File: config.mk
export PLATFORM = sky130hd
export DESIGN_NAME = bfd_deposit_unit
export DESIGN_NICKNAME = d
export VERILOG_FILES = /design/src/rtl/bfd_pkg.sv /design/src/rtl/bfd_geometry.sv /design/src/rtl/bfd_value_sel.sv /design/src/rtl/bfd_merge.sv /design/src/rtl/bfd_deposit_unit.sv
export SDC_FILE = /design/constraint.sdc
export NUM_CORES = 1
export LEC_CHECK = 0
export BUFFER_PORTS_ARGS = -buffer_cell sky130_fd_sc_hd__buf_2
export CAP_MARGIN = 20
export CORE_ASPECT_RATIO = 0.6
export CORE_MARGIN = 2
export CORE_UTILIZATION = 45
export CTS_CLUSTER_SIZE = 16
export DETAILED_ROUTE_END_ITERATION = 7
export PLACE_DENSITY = 0.7
export SYNTH_ARGS = -nofsm -noshare
export SYNTH_HDL_FRONTEND = slang
export SYNTH_SLANG_ARGS = --single-unit
File: constraint.sdc
create_clock -name clk -period 0.8 [get_ports clk]
set_input_delay 0.12 -clock clk [delete_from_list [all_inputs] [get_ports clk]]
set_output_delay 0.12 -clock clk [all_outputs]
set_load 0.03 [all_outputs]
File: src/rtl/bfd_pkg.sv
package bfd_pkg;
  parameter int unsigned BFD_W  = 32;
  parameter int unsigned BFD_PW = 5;
  parameter int unsigned BFD_IW = 5;

  typedef enum logic [1:0] {
    DEP_REG_AT_SAR = 2'b00,
    DEP_REG_AT_IMM = 2'b01,
    DEP_IMM_AT_SAR = 2'b10,
    DEP_IMM_AT_IMM = 2'b11
  } dep_mode_e;

  function automatic logic pos_from_imm(input logic [1:0] m);
    return m[0];
  endfunction

  function automatic logic val_from_imm(input logic [1:0] m);
    return m[1];
  endfunction
endpackage

File: src/rtl/bfd_geometry.sv
module bfd_geometry #(
  parameter int unsigned W  = bfd_pkg::BFD_W,
  parameter int unsigned PW = bfd_pkg::BFD_PW
) (
  input  logic          clk,
  input  logic          rst_n,
  input  logic          use_imm_pos,
  input  logic [PW-1:0] cpos,
  input  logic [PW-1:0] sar,
  input  logic [PW-1:0] clen,
  output logic [PW-1:0] field_lsb,
  output logic [PW:0]   field_len,
  output logic [W-1:0]  field_mask
);
  localparam logic [PW-1:0] TOP_BIT = PW'(W - 1);
  localparam logic [PW:0]   FULL    = (PW + 1)'(W);

  logic [PW:0] len_raw;
  logic [PW:0] room;
  logic [PW:0] lsb_ext;
  logic [PW:0] end_ext;

  always_comb begin
    field_lsb = use_imm_pos ? cpos : (TOP_BIT - sar);
    lsb_ext   = {1'b0, field_lsb};
    len_raw   = FULL - {1'b0, clen};
    room      = FULL - lsb_ext;
    field_len = (len_raw > room) ? room : len_raw;
    end_ext   = lsb_ext + field_len;
  end

  for (genvar i = 0; i < W; i++) begin : g_mask
    assign field_mask[i] = (lsb_ext <= (PW + 1)'(i)) && ((PW + 1)'(i) < end_ext);
  end

  // the clipped field never runs past the word edge
  a_r2_field_inside: assert property (@(posedge clk) disable iff (!rst_n)
    (lsb_ext + field_len) <= FULL);
  // mask population matches the clipped width
  a_r1_mask_width: assert property (@(posedge clk) disable iff (!rst_n)
    $countones(field_mask) == int'(field_len));
  // field always contains its lowest bit
  a_r1_field_nonempty: assert property (@(posedge clk) disable iff (!rst_n)
    field_mask[field_lsb]);
endmodule

File: src/rtl/bfd_value_sel.sv
module bfd_value_sel #(
  parameter int unsigned W  = bfd_pkg::BFD_W,
  parameter int unsigned IW = bfd_pkg::BFD_IW
) (
  input  logic          use_imm_val,
  input  logic [W-1:0]  src_in,
  input  logic [IW-1:0] imm,
  output logic [W-1:0]  dep_value
);
  logic [W-1:0] imm_ext;

  for (genvar i = 0; i < W; i++) begin : g_sext
    if (i < IW) begin : g_low
      assign imm_ext[i] = imm[i];
    end else begin : g_high
      assign imm_ext[i] = imm[IW-1];
    end
  end

  assign dep_value = use_imm_val ? imm_ext : src_in;
endmodule

File: src/rtl/bfd_merge.sv
module bfd_merge #(
  parameter int unsigned W  = bfd_pkg::BFD_W,
  parameter int unsigned PW = bfd_pkg::BFD_PW
) (
  input  logic          merge_en,
  input  logic [W-1:0]  target_in,
  input  logic [W-1:0]  dep_value,
  input  logic [PW-1:0] field_lsb,
  input  logic [W-1:0]  field_mask,
  output logic [W-1:0]  merged
);
  logic [W-1:0] placed;
  logic [W-1:0] keep;

  always_comb begin
    placed = (dep_value << field_lsb) & field_mask;
    keep   = merge_en ? (target_in & ~field_mask) : '0;
    merged = keep | placed;
  end
endmodule

File: src/rtl/bfd_deposit_unit.sv
module bfd_deposit_unit #(
  parameter int unsigned W  = bfd_pkg::BFD_W,
  parameter int unsigned PW = bfd_pkg::BFD_PW,
  parameter int unsigned IW = bfd_pkg::BFD_IW
) (
  input  logic          clk,
  input  logic          rst_n,
  input  logic          start,
  input  logic [1:0]    mode,
  input  logic          merge_en,
  input  logic [W-1:0]  target_in,
  input  logic [W-1:0]  src_in,
  input  logic [IW-1:0] imm5,
  input  logic [PW-1:0] cpos,
  input  logic [PW-1:0] clen,
  input  logic [PW-1:0] sar,
  output logic [W-1:0]  result,
  output logic          result_vld
);
  import bfd_pkg::*;

  logic          use_imm_pos;
  logic          use_imm_val;
  logic [PW-1:0] field_lsb;
  logic [PW:0]   field_len;
  logic [W-1:0]  field_mask;
  logic [W-1:0]  dep_value;
  logic [W-1:0]  merged;

  assign use_imm_pos = pos_from_imm(mode);
  assign use_imm_val = val_from_imm(mode);

  bfd_geometry #(.W(W), .PW(PW)) u_geom (
    .clk        (clk),
    .rst_n      (rst_n),
    .use_imm_pos(use_imm_pos),
    .cpos       (cpos),
    .sar        (sar),
    .clen       (clen),
    .field_lsb  (field_lsb),
    .field_len  (field_len),
    .field_mask (field_mask)
  );

  bfd_value_sel #(.W(W), .IW(IW)) u_val (
    .use_imm_val(use_imm_val),
    .src_in     (src_in),
    .imm        (imm5),
    .dep_value  (dep_value)
  );

  bfd_merge #(.W(W), .PW(PW)) u_merge (
    .merge_en  (merge_en),
    .target_in (target_in),
    .dep_value (dep_value),
    .field_lsb (field_lsb),
    .field_mask(field_mask),
    .merged    (merged)
  );

  always_ff @(posedge clk or negedge rst_n) begin
    if (!rst_n) begin
      result     <= '0;
      result_vld <= 1'b0;
    end else begin
      result_vld <= start;
      if (start) result <= merged;
    end
  end

  // valid strobe follows start by one cycle
  a_r8_vld_after_start: assert property (@(posedge clk) disable iff (!rst_n)
    start |=> result_vld);
  a_r8_vld_only_after_start: assert property (@(posedge clk) disable iff (!rst_n)
    !start |=> !result_vld);
  a_r8_hold_when_idle: assert property (@(posedge clk) disable iff (!rst_n)
    !start |=> $stable(result));
  // bits outside the field keep the target when merging
  a_r3_outside_kept: assert property (@(posedge clk) disable iff (!rst_n)
    (start && merge_en) |=> ((result & ~$past(field_mask)) == ($past(target_in) & ~$past(field_mask))));
  // bits outside the field are cleared when not merging
  a_r4_outside_zero: assert property (@(posedge clk) disable iff (!rst_n)
    (start && !merge_en) |=> ((result & ~$past(field_mask)) == '0));
endmodule

======== Yosys cells after proc, flatten, opt, wreduce, memory -nomap -nowiden ========
Cells that the tools add are included.
operators by class
  reduce and logical (&&, ||, !) cells .... 32
  mux-type cells .......................... 4
  shift-type cells ........................ 1
  $add $sub $neg .......................... 4
  $lt $le $gt $ge ......................... 65
  bitwise gates (word level) .............. 4
operators with widths
  operator                                                                           number
  5-bit by 6-bit less-than comparator with 1-bit output (first input constant)       16
  5-bit less-or-equal comparator (second input constant)                             16
  32-bit AND                                                                         2
  32-bit two-way mux                                                                 2
  4-bit by 6-bit less-than comparator with 1-bit output (first input constant)       8
  5-bit by 4-bit less-or-equal comparator with 1-bit output (second input constant)  8
  1-bit logical AND                                                                  32
  32-bit inverter                                                                    1
  32-bit OR                                                                          1
  32-bit by 5-bit left shift with 32-bit output                                      1
  3-bit by 6-bit less-than comparator with 1-bit output (first input constant)       4
  5-bit by 3-bit less-or-equal comparator with 1-bit output (second input constant)  4
  1-bit by 6-bit less-than comparator with 1-bit output (first input constant)       2
  2-bit by 6-bit less-than comparator with 1-bit output (first input constant)       2
  6-bit by 5-bit subtractor with 6-bit output (first input constant)                 2
  5-bit by 1-bit less-or-equal comparator with 1-bit output (second input constant)  2
  5-bit by 2-bit less-or-equal comparator with 1-bit output (second input constant)  2
  5-bit by 6-bit adder with 6-bit output                                             1
  6-bit greater-than comparator                                                      1
  6-bit two-way mux                                                                  1
  5-bit two-way mux                                                                  1
  5-bit subtractor (first input constant)                                            1
word-level totals
  word-level logic and storage cells ...... 112
  flip-flop bits (word level) ............. 33

======== Longest topological paths before layout ========
  word-level depth ........................ 12
  mapped depth ............................ 28

======== Modules after synthesis ========
From an unflattened synthesis, not the netlist that was laid out.
unflattened totals
  cells, all modules ...................... 627
  area total of the unflattened synthesis .. 5,821.8 um2
modules (own cells, without submodules)
  module            cells an instance  area each (um2)  instances  seq. area each (um2)
  bfd_merge         314                2,560.0          1          0.0
  bfd_deposit_unit  69                 1,370.1          1          825.8
  bfd_geometry      205                1,332.5          1          0.0
  bfd_value_sel     39                 559.3            1          0.0

======== Least setup slack after synthesis ========
No wires, ideal clock.
  path type ............................... input port to flip-flop
  start point ............................. in mode[0]
  end point ............................... reg result[12]
  data required time ...................... 0.676 ns
  cell stages on the path ................. 26
  arrival ................................. 4.751 ns
  path slack .............................. -4.075 ns
  setup time .............................. 0.124 ns
  cells stage by stage .................... buf_6 nor2_1 a21oi_1 buf_2 buf_1 ha_1 inv_1 ha_1 o21ai_0 nor2_1 o32ai_4 clkbuf_1 nand2_1 o21ai_0 ha_1 inv_1 fa_1 nand2b_1 a21oi_1 xnor2_1 and2_1 mux2i_2 buf_4 o221ai_1 and3_1 a211o_1
between the ends
  word-level cells in the longest chain between the ends .. 11
  elaborated cells on any way between the ends .. 14
  those cells by class .................... add/sub: 2; order compare: 3; shift: 1; mux: 3; bitwise: 4; reduce/logical: 1
RTL lines
  item                                                   line                    RTL
  start: declaration                                     bfd_deposit_unit.sv:9   input logic [1:0] mode,
  5-bit two-way mux (*)                                  bfd_geometry.sv:24      field_lsb = use_imm_pos ? cpos : (TOP_BIT - sar);
  6-bit by 5-bit subtractor with 6-bit output            bfd_geometry.sv:27      room = FULL - lsb_ext;
  6-bit greater-than comparator                          bfd_geometry.sv:28      field_len = (len_raw > room) ? room : len_raw;
  6-bit two-way mux                                      bfd_geometry.sv:28
  5-bit by 6-bit adder with 6-bit output                 bfd_geometry.sv:29      end_ext = lsb_ext + field_len;
  4-bit by 6-bit less-than comparator with 1-bit output  bfd_geometry.sv:33      assign field_mask[i] = (lsb_ext <= (PW + 1)'(i)) && ((PW + 1)'(i) < end_ext);
  1-bit logical AND                                      bfd_geometry.sv:33
  32-bit inverter                                        bfd_merge.sv:17         keep = merge_en ? (target_in & ~field_mask) : '0;
  32-bit AND                                             bfd_merge.sv:17
  32-bit two-way mux                                     bfd_merge.sv:17
  32-bit OR (*)                                          bfd_merge.sv:18         merged = keep | placed;
  end signal: assignment                                 bfd_deposit_unit.sv:67  if (start) result <= merged;
  end: declaration                                       bfd_deposit_unit.sv:17  output logic [W-1:0] result,
Every way passes the cells marked *; elsewhere a longest branch is shown, timed or not.
A chain may end at the register's enable or synchronous reset.

======== Worst setup path in the final report ========
  start point ............................. in cpos[1]
  end point ............................... reg result[12]
between the ends
  word-level cells in the longest chain between the ends .. 11
  elaborated cells on any way between the ends .. 14
  those cells by class .................... add/sub: 2; order compare: 3; shift: 1; mux: 3; bitwise: 4; reduce/logical: 1
RTL lines
  item                                                   line                    RTL
  start: declaration                                     bfd_deposit_unit.sv:14  input logic [PW-1:0] cpos,
  5-bit two-way mux (*)                                  bfd_geometry.sv:24
  6-bit by 5-bit subtractor with 6-bit output            bfd_geometry.sv:27
  6-bit greater-than comparator                          bfd_geometry.sv:28
  6-bit two-way mux                                      bfd_geometry.sv:28
  5-bit by 6-bit adder with 6-bit output                 bfd_geometry.sv:29
  4-bit by 6-bit less-than comparator with 1-bit output  bfd_geometry.sv:33
  1-bit logical AND                                      bfd_geometry.sv:33
  32-bit inverter                                        bfd_merge.sv:17
  32-bit AND                                             bfd_merge.sv:17
  32-bit two-way mux                                     bfd_merge.sv:17
  32-bit OR (*)                                          bfd_merge.sv:18
Marked as above.

==> impl_metrics.xml <==
<?xml version="1.0" encoding="UTF-8"?>
<metrics>
  <group name="run_status">
    <metric name="run_status" unit="">complete, but fails checks</metric>
    <metric name="failing_checks" unit="">negative setup slack</metric>
  </group>
  <group name="min_path">
    <metric name="worst_hold_path_type" unit="">primary input to flip-flop</metric>
  </group>
  <group name="clock_tree">
    <metric name="cts-htree-levels" unit="">2</metric>
    <metric name="clock_path_buffers" unit="">2</metric>
    <metric name="cts.clk_slew.worst_paths" unit="ns">0.06</metric>
    <metric name="clock-sinks" unit="">33</metric>
    <metric name="cts-root-buf" unit="">sky130_fd_sc_hd__clkbuf_16</metric>
    <metric name="insertion_delay" unit="ns">0.29</metric>
    <metric name="cts_buffers" unit="">5</metric>
    <metric name="cts_tree" unit="">done</metric>
  </group>
  <group name="synth">
    <metric name="synthesis.nets" unit="">670</metric>
    <metric name="synth_cell_types" unit="">82</metric>
    <metric name="synth_seq_area_share" unit="">0.1874</metric>
    <metric name="synthesis.area" unit="um2">4405</metric>
    <metric name="synth_seq_cells" unit="">33</metric>
    <metric name="ys.flop_type" unit="">sky130_fd_sc_hd__dfrtp_1</metric>
    <metric name="share_of_synthesized_flip_flops_with_an_asynchronous_set_or_reset" unit="">1.000</metric>
    <metric name="yosysWarningCount" unit="">0</metric>
    <metric name="syn-mean-instance-area" unit="um2">7.784</metric>
    <metric name="number_of_standard_cells_after_synthesis" unit="">566</metric>
    <metric name="number_of_synthesized_flops_with_an_enable_pin" unit="">0</metric>
  </group>
  <group name="worst_setup_path">
    <metric name="critPathSlowestCell" unit="">sky130_fd_sc_hd__fa_2</metric>
    <metric name="start_kind" unit="">primary input</metric>
    <metric name="crit_path_cell_trace" unit="">buf_6 &gt; nor4b_4 &gt; a31oi_4 &gt; buf_6 &gt; xnor2_4 &gt; ha_4 &gt; a211oi_4 &gt; nor2_2 &gt; o32ai_4 &gt; nand2_1 &gt; o21ai_2 &gt; ha_2 &gt; inv_2 &gt; fa_2 &gt; nand2b_4 &gt; a21oi_4 &gt; xor2_2 &gt; nor2_2 &gt; mux2i_4 &gt; buf_6 &gt; buf_16 &gt; o221ai_4 &gt; and3_1 &gt; a211o_1</metric>
    <metric name="crit_path_max_fanout" unit="">5</metric>
    <metric name="required" unit="ns">0.97</metric>
    <metric name="cpPeakStageDelay" unit="ns">0.37</metric>
    <metric name="timing.critical_path.mode_cell" unit="">sky130_fd_sc_hd__buf_6</metric>
    <metric name="critPathCaptureType" unit="">flip-flop</metric>
    <metric name="worst-endpoint-arrival" unit="ns">4.38</metric>
    <metric name="worst_setup_path_type" unit="">primary input to flip-flop</metric>
  </group>
  <group name="sta">
    <metric name="timing.final.max_slew_violations" unit="">0</metric>
    <metric name="final.period_utilization" unit="">5.262</metric>
    <metric name="final-hold-violation-count" unit="">0</metric>
    <metric name="final.setup_skew" unit="ns">0</metric>
    <metric name="slew-limit-headroom" unit="">0.5458</metric>
    <metric name="fin_crit" unit="ns">4.210</metric>
    <metric name="worstMarginPinSlew" unit="ns">0.6788</metric>
    <metric name="rsz_0062_raised_after_global_routing" unit="">true</metric>
    <metric name="post_route_worst_setup_slack" unit="ns">-3.410</metric>
    <metric name="fin_setup_tns" unit="ns">-109.92</metric>
    <metric name="setup_viol" unit="">65</metric>
    <metric name="max_freq" unit="GHz">0.2375</metric>
  </group>
  <group name="pwr">
    <metric name="power.internal" unit="W">0.01135</metric>
    <metric name="leakagePower" unit="nW">3.659</metric>
    <metric name="seq_power_share" unit="">0.122</metric>
    <metric name="comb_power_share" unit="">0.789</metric>
    <metric name="power.density" unit="nW/um2">2760</metric>
    <metric name="total_switching_power" unit="W">0.01022</metric>
    <metric name="p_clk_frac" unit="">0.089</metric>
    <metric name="switching_share_of_power" unit="">0.4739</metric>
    <metric name="irDropWorstVdd" unit="V">0.002118</metric>
  </group>
  <group name="layout">
    <metric name="area_delta_synth_final" unit="%">77.36</metric>
    <metric name="antenna_cells" unit="">0</metric>
    <metric name="final-instance-count-excl-fill" unit="">1006</metric>
    <metric name="final_design_area_no_fill" unit="um2">7814</metric>
    <metric name="nets" unit="">979</metric>
    <metric name="drive_gt1_frac" unit="">0.5422</metric>
    <metric name="post-route-util" unit="">0.8350</metric>
  </group>
  <group name="drt">
    <metric name="drtAntennaViolNets" unit="">0</metric>
    <metric name="dr.pass1.iters" unit="">5</metric>
    <metric name="vias" unit="">6474</metric>
    <metric name="routed_wire_length_per_instance" unit="um">22.33</metric>
    <metric name="number_of_drc_violations_after_detailed_routing" unit="">0</metric>
    <metric name="routed_via_density" unit="">6.435</metric>
    <metric name="iteration_0_drc_markers" unit="">774</metric>
    <metric name="wl" unit="um">22470</metric>
  </group>
  <group name="die">
    <metric name="die_wd" unit="um">131.7</metric>
    <metric name="die_h" unit="um">80.64</metric>
    <metric name="start_util" unit="">0.4708</metric>
    <metric name="area_of_the_core_region" unit="um2">9358</metric>
    <metric name="floorplan.die_area" unit="um2">10620</metric>
    <metric name="rows" unit="">27</metric>
    <metric name="io-pin-count" unit="">123</metric>
  </group>
  <group name="global_routing">
    <metric name="grt_antenna_before_repair" unit="">0</metric>
    <metric name="global_route.usage.total" unit="">0.4115</metric>
    <metric name="grt_pass1_wl" unit="um">34040</metric>
    <metric name="globalRoute.totalOverflow" unit="">0</metric>
    <metric name="first_global_vias" unit="">6313</metric>
    <metric name="grt_start_max_net_pins" unit="">36</metric>
  </group>
  <group name="place">
    <metric name="placement.cell_area" unit="um2">6434</metric>
    <metric name="place.detailed.instances" unit="">948</metric>
    <metric name="post-place-ws" unit="ns">-3.719</metric>
    <metric name="io_buffers" unit="">122</metric>
    <metric name="finalWeightedCongestion" unit="">1.024</metric>
    <metric name="dp_hpwl" unit="um">15200</metric>
  </group>
  <group name="run">
    <metric name="max_cap_viol_count" unit="">0</metric>
  </group>
</metrics>
[power groups by stage]
stage	clock, W	sequential, W	combinational (W)
floorplan	0	0.00353	0.00535
global placement	0	0.00248	0.0109
detailed placement	0	0.00249	0.0110
CTS	0.00189	0.00260	0.0152
global route	0.00201	0.00268	0.0176
finish	0.00192	0.00264	0.0170
[final timing paths]
check                                   from    endpoint  slack [ns]  cells after the start
worst max-delay path                 cpos[1]  result[12]       -3.41                     24
worst min-delay path            target_in[1]   result[1]        0.09                      3
worst max register to register     result[8]   result[8]       -0.18                      3
worst min register to register    result[21]  result[21]        0.53                      1
max in group asynchronous              rst_n  result[26]        0.26                      3
min in group asynchronous              rst_n   result[0]        0.33                      3
[cells by family (layout without fill, tap and decap cells)]
group                      count (synthesis)  count (layout)  synth area share
and+or+nand+nor                          205             205            0.2198
muxes                                     46              46            0.1366
buffers and inverters                     58             368           0.06049
AOI/OAI and AO/OA                        197             197            0.3266
DFF                                       33              33            0.1874
adders and majority gates                 14              14           0.04147
xor gates and xnor gates                  13              13           0.02755
[sequential cells by signal, summed over array words and instances, names as in the netlist]
register	cells
result	32
result_vld	1
[layout make-up]
| class | instances | area, um2 |
|---|---|---|
| clock buffer | 6 | 128.9 |
| inverter | 19 | 76.32 |
| fill | 544 | 1544 |
| timing repair buffer | 341 | 2638 |
| sequential | 33 | 827.0 |
| tap | 130 | 162.7 |
| clock inverter | 2 | 10.01 |
| multi-input combinational | 475 | 3971 |
[per-stage QoR]
step / hold slack (ns) / power (W)
3_5_place_dp: 0.09369 / 0.01348
6_report: 0.09488 / 0.02157
5_1_grt: 0.1118 / 0.02226
3_3_place_gp: 0.08915 / 0.01338
4_1_cts: 0.08219 / 0.01968
2_1_floorplan: -0.1756 / 0.008871
[cell usage in the layout, fill, tap and decap left out, types with 6 or more instances in the layout]
master / n
sky130_fd_sc_hd__buf_6: 56
sky130_fd_sc_hd__buf_2: 86
sky130_fd_sc_hd__o21ai_1: 6
sky130_fd_sc_hd__nand2_1: 57
sky130_fd_sc_hd__and3_1: 9
sky130_fd_sc_hd__o22ai_1: 9
sky130_fd_sc_hd__nor2_2: 12
sky130_fd_sc_hd__nor3_1: 12
sky130_fd_sc_hd__mux2i_1: 27
sky130_fd_sc_hd__a221oi_1: 6
sky130_fd_sc_hd__a22oi_1: 10
sky130_fd_sc_hd__nor2_4: 6
sky130_fd_sc_hd__o21ai_2: 11
sky130_fd_sc_hd__inv_1: 12
sky130_fd_sc_hd__nor2_1: 49
sky130_fd_sc_hd__a211o_1: 9
sky130_fd_sc_hd__nor2b_1: 7
sky130_fd_sc_hd__o211ai_1: 8
sky130_fd_sc_hd__o21ai_0: 10
sky130_fd_sc_hd__mux4_2: 9
sky130_fd_sc_hd__nand3_1: 16
sky130_fd_sc_hd__dfrtp_1: 32
sky130_fd_sc_hd__buf_4: 191
sky130_fd_sc_hd__a21oi_2: 8
sky130_fd_sc_hd__ha_1: 8
sky130_fd_sc_hd__a21oi_1: 28
sky130_fd_sc_hd__a22o_1: 7
[synthesized netlist by cell type (8+ instances only)]
master                     count  area share
sky130_fd_sc_hd__dfrtp_1      33        0.19
sky130_fd_sc_hd__o211ai_1      8       0.014
sky130_fd_sc_hd__a21oi_1      39       0.044
sky130_fd_sc_hd__o21ai_0      27       0.031
sky130_fd_sc_hd__mux2i_1      28       0.064
sky130_fd_sc_hd__inv_1        14       0.012
sky130_fd_sc_hd__nand2_1      62       0.053
sky130_fd_sc_hd__mux4_2        9       0.046
sky130_fd_sc_hd__a22oi_1      12       0.020
sky130_fd_sc_hd__nor2_1       66       0.056
sky130_fd_sc_hd__a211o_1       9       0.018
sky130_fd_sc_hd__ha_1         13       0.037
sky130_fd_sc_hd__o22ai_1      10       0.014
sky130_fd_sc_hd__clkbuf_1     22       0.019
sky130_fd_sc_hd__buf_2         8      0.0091
sky130_fd_sc_hd__nor2b_1       8       0.011
sky130_fd_sc_hd__nand3_1      17       0.019
sky130_fd_sc_hd__and3_1       10       0.014
sky130_fd_sc_hd__nor3_1       12       0.014
[routing by layer]
metal | up-vias | GRT usage | part of all wire
li1 | 2803 | - | -
met1 | 3063 | 0.5268 | 0.40
met2 | 509 | 0.6649 | 0.43
met3 | 99 | 0.1364 | 0.13
met4 | 0 | 0.1228 | 0.035
met5 | - | 0 | 0
[worst max-delay path: cells and delay by family]
kind                       cells  cell delay, ns
muxes                          1            0.18
and+or+nand+nor                6            0.93
AOI/OAI and AO/OA              7            1.35
adders and majority gates      3            0.81
buffers and inverters          5            0.56
xor gates and xnor gates       2            0.41
[what timing repair did]
action | CTS | global route
pin swaps | 72 | 39
gates cloned | 1 | 0
hold endpoints to repair | 33 | 0
buffers inserted | 41 | 12
endpoints found under the setup margin | 65 | 65
hold buffers | 1 | 0
resized for setup | 181 | 28
Power figures use the tool's default switching activity.
